==> src/rtl/serial_rx_pkg.sv <==
package serial_rx_pkg;

  typedef enum logic [2:0] {
    ST_IDLE,
    ST_START,
    ST_DATA,
    ST_PAR,
    ST_STOP,
    ST_WAIT_HI
  } rx_state_e;

  typedef enum logic [1:0] {
    PAR_NONE = 2'd0,
    PAR_ODD  = 2'd1,
    PAR_EVEN = 2'd2,
    PAR_MARK = 2'd3
  } par_mode_e;

endpackage

==> src/rtl/rx_line_sync.sv <==
module rx_line_sync #(
  parameter int unsigned STAGES = 2
) (
  input  logic clk_i,
  input  logic rst_ni,
  input  logic d_i,
  output logic q_o
);

  logic [STAGES-1:0] sync_q;

  always_ff @(posedge clk_i or negedge rst_ni) begin
    if (!rst_ni) sync_q <= '1;
    else         sync_q <= {sync_q[STAGES-2:0], d_i};
  end

  assign q_o = sync_q[STAGES-1];

endmodule

==> src/rtl/rx_frame_fsm.sv <==
module rx_frame_fsm
  import serial_rx_pkg::*;
#(
  parameter int unsigned DATA_W = 8,
  parameter int unsigned OVS    = 16
) (
  input  logic              clk_i,
  input  logic              rst_ni,
  input  logic              tick_i,
  input  logic              rx_i,
  input  logic [1:0]        word_len_i,
  input  logic [1:0]        par_mode_i,
  output logic              done_o,
  output logic [DATA_W-1:0] data_o,
  output logic              fe_o,
  output logic              pe_o
);

  localparam int unsigned CNT_W    = $clog2(OVS);
  localparam int unsigned IDX_W    = $clog2(DATA_W);
  localparam int unsigned MIN_BITS = DATA_W - 3;
  localparam logic [CNT_W-1:0] HALF_M1 = CNT_W'(OVS/2 - 1);
  localparam logic [CNT_W-1:0] FULL_M1 = CNT_W'(OVS - 1);

  rx_state_e         state_q;
  logic [CNT_W-1:0]  cnt_q;
  logic [IDX_W-1:0]  idx_q;
  logic [IDX_W-1:0]  last_idx;
  logic [DATA_W-1:0] shreg_q;
  logic              par_bit_q;
  logic              ones;
  logic              par_bad;

  assign last_idx = IDX_W'(MIN_BITS - 1) + IDX_W'(word_len_i);
  assign ones     = (^shreg_q) ^ par_bit_q;

  always_comb begin
    unique case (par_mode_e'(par_mode_i))
      PAR_ODD:  par_bad = ~ones;
      PAR_EVEN: par_bad = ones;
      default:  par_bad = 1'b0;
    endcase
  end

  always_ff @(posedge clk_i or negedge rst_ni) begin
    if (!rst_ni) begin
      state_q   <= ST_IDLE;
      cnt_q     <= '0;
      idx_q     <= '0;
      shreg_q   <= '0;
      par_bit_q <= 1'b0;
      done_o    <= 1'b0;
      data_o    <= '0;
      fe_o      <= 1'b0;
      pe_o      <= 1'b0;
    end else begin
      done_o <= 1'b0;
      if (tick_i) begin
        unique case (state_q)
          ST_IDLE: begin
            if (!rx_i) begin
              state_q <= ST_START;
              cnt_q   <= '0;
            end
          end
          ST_START: begin
            if (cnt_q == HALF_M1) begin
              cnt_q <= '0;
              if (!rx_i) begin
                state_q   <= ST_DATA;
                idx_q     <= '0;
                shreg_q   <= '0;
                par_bit_q <= 1'b0;
              end else begin
                state_q <= ST_IDLE;
              end
            end else begin
              cnt_q <= cnt_q + 1'b1;
            end
          end
          ST_DATA: begin
            if (cnt_q == FULL_M1) begin
              cnt_q          <= '0;
              shreg_q[idx_q] <= rx_i;
              if (idx_q == last_idx) begin
                state_q <= (par_mode_e'(par_mode_i) == PAR_NONE) ? ST_STOP : ST_PAR;
              end else begin
                idx_q <= idx_q + 1'b1;
              end
            end else begin
              cnt_q <= cnt_q + 1'b1;
            end
          end
          ST_PAR: begin
            if (cnt_q == FULL_M1) begin
              cnt_q     <= '0;
              par_bit_q <= rx_i;
              state_q   <= ST_STOP;
            end else begin
              cnt_q <= cnt_q + 1'b1;
            end
          end
          ST_STOP: begin
            if (cnt_q == FULL_M1) begin
              cnt_q   <= '0;
              done_o  <= 1'b1;
              data_o  <= shreg_q;
              fe_o    <= ~rx_i;
              pe_o    <= par_bad;
              state_q <= rx_i ? ST_IDLE : ST_WAIT_HI;
            end else begin
              cnt_q <= cnt_q + 1'b1;
            end
          end
          ST_WAIT_HI: begin
            if (rx_i) state_q <= ST_IDLE;
          end
          default: state_q <= ST_IDLE;
        endcase
      end
    end
  end

endmodule

==> src/rtl/rx_hold_reg.sv <==
module rx_hold_reg #(
  parameter int unsigned DATA_W = 8
) (
  input  logic              clk_i,
  input  logic              rst_ni,
  input  logic              done_i,
  input  logic [DATA_W-1:0] data_i,
  input  logic              fe_i,
  input  logic              pe_i,
  input  logic              rd_i,
  output logic [DATA_W-1:0] data_o,
  output logic              full_o,
  output logic              ovr_o,
  output logic              fe_o,
  output logic              pe_o
);

  always_ff @(posedge clk_i or negedge rst_ni) begin
    if (!rst_ni) begin
      data_o <= '0;
      full_o <= 1'b0;
      ovr_o  <= 1'b0;
      fe_o   <= 1'b0;
      pe_o   <= 1'b0;
    end else begin
      if (rd_i) begin
        full_o <= 1'b0;
        ovr_o  <= 1'b0;
        fe_o   <= 1'b0;
        pe_o   <= 1'b0;
      end
      if (done_i) begin
        // read in the same cycle frees the register for the new word
        if (full_o && !rd_i) begin
          ovr_o <= 1'b1;
        end else begin
          data_o <= data_i;
          full_o <= 1'b1;
          fe_o   <= fe_i;
          pe_o   <= pe_i;
        end
      end
    end
  end

endmodule

==> src/rtl/serial_rx_echo.sv <==
module serial_rx_echo #(
  parameter int unsigned DATA_W    = 8,
  parameter int unsigned OVS       = 16,
  parameter int unsigned SYNC_STGS = 2
) (
  input  logic              clk_i,
  input  logic              rst_ni,
  input  logic              tick16_i,
  input  logic              rxd_i,
  input  logic [1:0]        word_len_i,
  input  logic [1:0]        par_mode_i,
  input  logic              echo_en_i,
  input  logic              irq_en_i,
  input  logic              rd_i,
  output logic [DATA_W-1:0] data_o,
  output logic              full_o,
  output logic              overrun_o,
  output logic              frame_err_o,
  output logic              par_err_o,
  output logic              irq_o,
  output logic              txd_o
);

  logic              rx_s;
  logic              word_done;
  logic [DATA_W-1:0] word_data;
  logic              word_fe;
  logic              word_pe;

  rx_line_sync #(.STAGES(SYNC_STGS)) i_sync (
    .clk_i (clk_i),
    .rst_ni(rst_ni),
    .d_i   (rxd_i),
    .q_o   (rx_s)
  );

  rx_frame_fsm #(.DATA_W(DATA_W), .OVS(OVS)) i_fsm (
    .clk_i     (clk_i),
    .rst_ni    (rst_ni),
    .tick_i    (tick16_i),
    .rx_i      (rx_s),
    .word_len_i(word_len_i),
    .par_mode_i(par_mode_i),
    .done_o    (word_done),
    .data_o    (word_data),
    .fe_o      (word_fe),
    .pe_o      (word_pe)
  );

  rx_hold_reg #(.DATA_W(DATA_W)) i_hold (
    .clk_i (clk_i),
    .rst_ni(rst_ni),
    .done_i(word_done),
    .data_i(word_data),
    .fe_i  (word_fe),
    .pe_i  (word_pe),
    .rd_i  (rd_i),
    .data_o(data_o),
    .full_o(full_o),
    .ovr_o (overrun_o),
    .fe_o  (frame_err_o),
    .pe_o  (par_err_o)
  );

  assign irq_o = irq_en_i & full_o;
  assign txd_o = echo_en_i ? rx_s : 1'b1;

endmodule

==> config.mk <==
export PLATFORM = sky130hd
export DESIGN_NAME = serial_rx_echo
export DESIGN_NICKNAME = d
export VERILOG_FILES = /design/src/rtl/serial_rx_pkg.sv /design/src/rtl/rx_line_sync.sv /design/src/rtl/rx_frame_fsm.sv /design/src/rtl/rx_hold_reg.sv /design/src/rtl/serial_rx_echo.sv
export SDC_FILE = /design/constraint.sdc
export NUM_CORES = 1
export LEC_CHECK = 0
export ABC_CLOCK_PERIOD_IN_PS = 2900
export BUFFER_PORTS_ARGS = -buffer_cell sky130_fd_sc_hd__buf_4
export CAP_MARGIN = 20
export CORE_MARGIN = 2
export CORE_UTILIZATION = 60
export CTS_BUF_LIST = sky130_fd_sc_hd__clkbuf_2 sky130_fd_sc_hd__clkbuf_4 sky130_fd_sc_hd__clkbuf_8
export DETAILED_ROUTE_END_ITERATION = 7
export GPL_TIMING_DRIVEN = 0
export PLACE_DENSITY = 0.86
export SLEW_MARGIN = 15
export SYNTH_ARGS = -nofsm -noshare
export SYNTH_HDL_FRONTEND = slang
export SYNTH_SLANG_ARGS = --single-unit
==> constraint.sdc <==
create_clock -name clk_i -period 2.9 [get_ports clk_i]
set_clock_uncertainty 0.2 [all_clocks]
set_input_delay 0.435 -clock clk_i [delete_from_list [all_inputs] [get_ports clk_i]]
set_output_delay 0.435 -clock clk_i [all_outputs]
set_load 0.02 [all_outputs]
# Word-level counts from Yosys, hierarchy flattened
# Index checks and enable logic that the tools add are counted.
# W data, S select, Z words.
[classes] addsub=3 magnitude_cmp=2 eq_ne=19 muxes=48 n_bitwise=5 reduce_logical=17
[ops] op="$mux W3" count=13
[ops] op="$mux W8" count=3
[ops] op="$mux W1" count=20
[ops] op="$pmux W3 S6" count=1
[ops] op="$pmux W8 S2" count=1
[ops] op="$mux W4" count=3
[ops] op="$pmux W4 S3" count=1
[ops] op="$ne A2 B1 Y1 const B" count=5
[ops] op="$reduce_and A5 Y1" count=2
[ops] op="$bwmux W8" count=1
[ops] op="$ne A2 B2 Y1 const B" count=4
[ops] op="$reduce_and A8 Y1" count=1
[ops] op="$reduce_xor A8 Y1" count=1
[ops] op="$eq A3 B2 Y1 const B" count=2
[ops] op="$eq A3 B3 Y1 const B" count=2
[ops] op="$pmux W3 S2" count=1
[ops] op="$reduce_and A3 Y1" count=2
[ops] op="$reduce_and A6 Y1" count=1
[ops] op="$add A4 B1 Y4 const B" count=1
[ops] op="$eq A4 B3 Y1 const B" count=1
[ops] op="$eq A4 B4 Y1 const B" count=1
[ops] op="$lt A3 B4 Y1 const B" count=1
[ops] op="$pmux W1 S2" count=2
[ops] op="$reduce_bool A2 Y1" count=2
[ops] op="19 further kinds" count=22
[word_totals] ff_bits=44 out_inout_bits=14

# Depth between registers and ports, before layout
[depth] ltp_word=7 ltp_mapped=6 depth_no_buf=5

# Modules after synthesis
# A second synthesis with hierarchy kept.
[unflattened] hier_cells=206 area_unflattened_um2=2203.4
[by_module_without_submodules] module="rx_frame_fsm" n_inst=1 cells_each=173 area_each_um2=1677.9 seq_area_each_um2=750.7
[by_module_without_submodules] module="rx_hold_reg" n_inst=1 cells_each=29 area_each_um2=460.4 seq_area_each_um2=300.3
[by_module_without_submodules] module="rx_line_sync" n_inst=1 cells_each=2 area_each_um2=52.6 seq_area_each_um2=52.6
[by_module_without_submodules] module="serial_rx_echo" n_inst=1 cells_each=2 area_each_um2=12.5 seq_area_each_um2=0.0

# Worst setup path after synthesis
# Ideal clock, no wire load.
[synth_path] path_type="reg-to-reg" from="register i_fsm.state_q[2]" to="register i_fsm.state_q[0]" t_arrival_ns=1.595 t_required_ns=2.572 path_slack_ns=0.978 path_stages_with_launch=6 path_buffers=1 synth_period_minus_slack_ns=1.922 path_cell_list="dfrtp_1 clkbuf_2 or3_1 nand2_1 o21a_1 mux2_1"
[synth_via] elab_chain_cells=3 elab_cells_between_ends=15 cone_classes="eq/ne (12); mux (1); reduce/logical (2)"
[synth_lines] item="from (decl)" line="rx_frame_fsm.sv:25" rtl="rx_state_e state_q;"
[synth_lines] item="from (signal assigned)" line="rx_frame_fsm.sv:86" rtl="state_q <= (par_mode_e'(par_mode_i) == PAR_NONE) ? ST_STOP : ST_PAR;"
[synth_lines] item="from (signal assigned)" line="rx_frame_fsm.sv:110" rtl="state_q <= rx_i ? ST_IDLE : ST_WAIT_HI;"
[synth_lines] item="$eq A3 B3 Y1 (tied with other cells)" line="rx_frame_fsm.sv:59" rtl="unique case (state_q)"
[synth_lines] item="$ne A2 B1 Y1 (no line) / $ne A2 B2 Y1 (equally long branches)"
[synth_lines] item="$reduce_and A8 Y1 (no line)"
# Several ways; a longest one is shown, not always the timed one.
# A chain may end at the register's enable or synchronous reset.

# Worst setup path in the final report
[layout_path] from="register i_sync.sync_q[1]" to="register i_fsm.idx_q[0]"
[layout_via] elab_chain_cells=2
[layout_lines] item="from (decl)" line="rx_line_sync.sv:10" rtl="logic [STAGES-1:0] sync_q;"
[layout_lines] item="from (signal assigned)" line="rx_line_sync.sv:14" rtl="else sync_q <= {sync_q[STAGES-2:0], d_i};"
[layout_lines] item="$ne A2 B2 Y1 (no line)"
[layout_lines] item="$reduce_and A6 Y1 (no line)"
[layout_lines] item="to (signal assigned)" line="rx_frame_fsm.sv:88" rtl="idx_q <= idx_q + 1'b1;"
[layout_lines] item="to (decl)" line="rx_frame_fsm.sv:27" rtl="logic [IDX_W-1:0] idx_q;"
# No other way between the ends.

==> results.sh <==
export IMPL_status="complete, no violations"
export IMPL_fin_nets=250
export IMPL_die_w_um=65.7
export IMPL_core_area_mm2=0.00366
export IMPL_grt_ovfl_total=0
export IMPL_final_cell_mix="dfrtp_1, buf_4, nand2_1"
export IMPL_power_density_mw_per_mm2=560
export IMPL_synth_nets=218
export IMPL_grt_setup_unrepaired="false"
export IMPL_finalPower_mw=1.47
export IMPL_yosysWarnings=0
export IMPL_required_ns=2.89
export IMPL_r2r_start="i_sync.sync_q[1]"
export IMPL_final_cells=286
export IMPL_post_drt_wl_per_cell_um=15.3
export IMPL_startpoint_type="flop"
export IMPL_viasPerCell=5.97
export IMPL_worst_setup_path_type="flop to flop"
export IMPL_num_rows=22
export IMPL_synth_top_family_by_area="simple AND/OR/NAND/NOR gates"
export IMPL_worstMarginPinSlew_ns=0.535
export IMPL_ys_flop_type="dfrtp_1"
export IMPL_period_minus_slack_ns=2.18
export IMPL_endpoint_kind="flop"
export IMPL_die_h_um=65.7
export IMPL_drv_cap=0
export IMPL_hold_start="rxd_i"
export IMPL_leakage_nw=1.22
export IMPL_syn_to_final_growth_pct=15.0
export IMPL_synth_seq_cells=44
export IMPL_min_to="i_sync.sync_q[0]"
export IMPL_synthAdderAreaFrac=0.0110
export IMPL_reg2reg_slack_ns=0.72
export IMPL_fin_util=0.717
export IMPL_syn_area_per_cell_um2=11.1
export IMPL_cts_hold_buffers=1
export IMPL_synth_compound_area_frac=0.151
export IMPL_hold_viol_final=0
export IMPL_post_route_period_util=0.750
export IMPL_synthesis_instances=205
export IMPL_setup_tns_ns=0
export IMPL_cts_path_max_buffers=2
export IMPL_crit_start="i_sync.sync_q[1]"
export IMPL_crit_path_cell_trace="clkbuf_1, nor4b_4, mux2i_1, buf_2, nor4_2, mux2_2"
export IMPL_place_congestion=0.913
export IMPL_final_cell_area_mm2=0.00263
export IMPL_diodes=0
export IMPL_htree_levels=2
export IMPL_drtIter0Drc=133
export IMPL_placed_area_mm2=0.00252
export IMPL_ir_drop_mv=0.424
export IMPL_numClockSinks=44
export IMPL_final_setup_worst_slack_ns=0.724
export IMPL_drc=0
export IMPL_fill_cells=286
export IMPL_vias=1706
export IMPL_min_delay_path_depth=1
export IMPL_whs_ns=0.0410
export IMPL_synth_xor_xnor_area_share=0.0493
export IMPL_reg2regPathDepth=6
export IMPL_wirelength_um=4380
export IMPL_grt_pass1_vias=1674
export IMPL_synth_distinct_cells=51
export IMPL_cts_root_buf="clkbuf_8"
export IMPL_syn_area_mm2=0.00228
export IMPL_worst_path_max_fanout=10
export IMPL_reg2reg_to="i_fsm.idx_q[0]"
export IMPL_fmax_mhz=460
export IMPL_dp_hpwl_um=3250
export IMPL_synth_mux_area_frac=0.103
export IMPL_synthSimpleGateAreaFrac=0.160
export IMPL_synth_edf_count=0
export IMPL_grt_pass1_wl_um=7670
export IMPL_finalSetupViolations=0
export IMPL_worst_path_max_delay_cell="dfstp_2"
export IMPL_antenna_found_initial=0
export IMPL_dp_cells=277
export IMPL_grt_usage=0.233
export IMPL_drt_pass1_iter_count=4
export IMPL_layout_commonest_cell="dfrtp_1"
export IMPL_cts_resized=0
export IMPL_clock_latency_ns=0.30
export IMPL_grt_max_degree=45
export IMPL_cts_setup_buffers=0
export IMPL_cpPeakStageDelay_ns=0.52
export IMPL_finalMaxSlewViolations=0
export IMPL_slew_limit_headroom=0.643
export IMPL_start_util=0.624
export IMPL_cts_tree="yes"
export IMPL_cp_arrival_ns=2.17
export IMPL_die_area_mm2=0.00432
export IMPL_async_reset_ff_frac=1.00
export IMPL_port_buffers=24
export IMPL_path_clk_slew_ns=0.08
export IMPL_yosysSeqAreaShare=0.483
export IMPL_dp_slack_ns=0.738
export IMPL_antenna_left=0
export IMPL_hold_path_class="input pin to flop"
export IMPL_numCtsBuffers=5
export IMPL_ioPinCount=25
export IMPL_layout_drive_gt1_share=0.256
==> logic make-up (layout without fill, tap and decap cells) <==
family                   after synthesis  after routing
AND/OR/NAND/NOR                       61             61
multiplexers                          19             19
XOR/XNOR                               8              8
AO/OA/AOI/OAI                         51             51
buffers and inverters                 20             53
flip-flops                            44             44
adder cells (fa/ha/maj)                2              2
==> report_power, final <==
group          total [mW]  switching [mW]  internal (mW)
Combinational       0.384           0.221          0.163
Sequential          0.702          0.0464          0.655
Clock               0.385           0.215          0.170
==> critical path, delay by kind of cell (launching register included) <==
family | cells | cell delay, ns
buf+inv | 2 | 0.65
simple gates | 2 | 0.20
flops | 1 | 0.52
mux | 2 | 0.50
==> registers in the layout (all words and copies together), names as in the netlist, 2 cells and up <==
signal and cells:
i_sync.sync_q 2, i_fsm.data_o 8, i_hold.data_o 8, i_fsm.cnt_q 4, i_fsm.shreg_q 8, i_fsm.state_q 3, i_fsm.idx_q 3
==> layout make-up <==
cell class	count	area, um^2	area share
Buffer	12	67.6	0.0257
Clock buffer	5	68.8	0.0262
Clock inverter	3	23.8	0.00905
Inverter	8	30.0	0.0114
Multi-Input combinational cell	141	1080	0.412
Sequential cell	44	1100	0.420
Tap cell	48	60.1	0.0229
Timing Repair Buffer	25	190	0.0724
==> layer usage <==
| metal | GRT usage | wire length (um) | vias to the layer above |
|---|---|---|---|
| li1 | - | - | 832 |
| met1 | 0.294 | 1940 | 839 |
| met2 | 0.402 | 2250 | 29 |
| met3 | 0.0325 | 123 | 6 |
| met4 | 0.0911 | 58 | 0 |
| met5 | 0 | 0 | - |
==> cells in the mapped netlist (2+ instances only) <==
| library cell | count | area share |
|---|---|---|
| mux2_4 | 6 | 0.039 |
| buf_2 | 2 | 0.0044 |
| o32ai_1 | 2 | 0.0077 |
| nand3_1 | 5 | 0.011 |
| o31ai_1 | 11 | 0.036 |
| o21ai_0 | 11 | 0.024 |
| and3_1 | 2 | 0.0055 |
| nand2_1 | 15 | 0.025 |
| nand4_1 | 3 | 0.0082 |
| clkbuf_1 | 6 | 0.0099 |
| ha_1 | 2 | 0.011 |
| or3_1 | 6 | 0.016 |
| nor2b_1 | 2 | 0.0055 |
| xnor3_1 | 2 | 0.020 |
| xnor2_1 | 5 | 0.019 |
| o221ai_1 | 2 | 0.0077 |
| nor2_1 | 5 | 0.0082 |
| mux2_2 | 11 | 0.054 |
| dfstp_2 | 2 | 0.023 |
| a31oi_1 | 6 | 0.016 |
| nand3b_1 | 3 | 0.0099 |
| buf_6 | 2 | 0.0099 |
| nor4_1 | 5 | 0.014 |
| a22o_1 | 2 | 0.0077 |
| o21bai_1 | 2 | 0.0066 |
| dfrtp_1 | 42 | 0.46 |
| inv_1 | 8 | 0.013 |
| nand2b_1 | 6 | 0.016 |
| a21oi_1 | 7 | 0.015 |
==> how the worst max path moves through the flow <==
stage,endpoint
6_report,i_fsm.idx_q[0]
3_5_place_dp,i_fsm.idx_q[0]
4_1_cts,i_fsm.idx_q[0]
5_1_grt,i_fsm.shreg_q[7]
3_3_place_gp,i_fsm.idx_q[0]
2_1_floorplan,i_fsm.state_q[0]
Note: power is estimated with default switching activity, not from simulation.
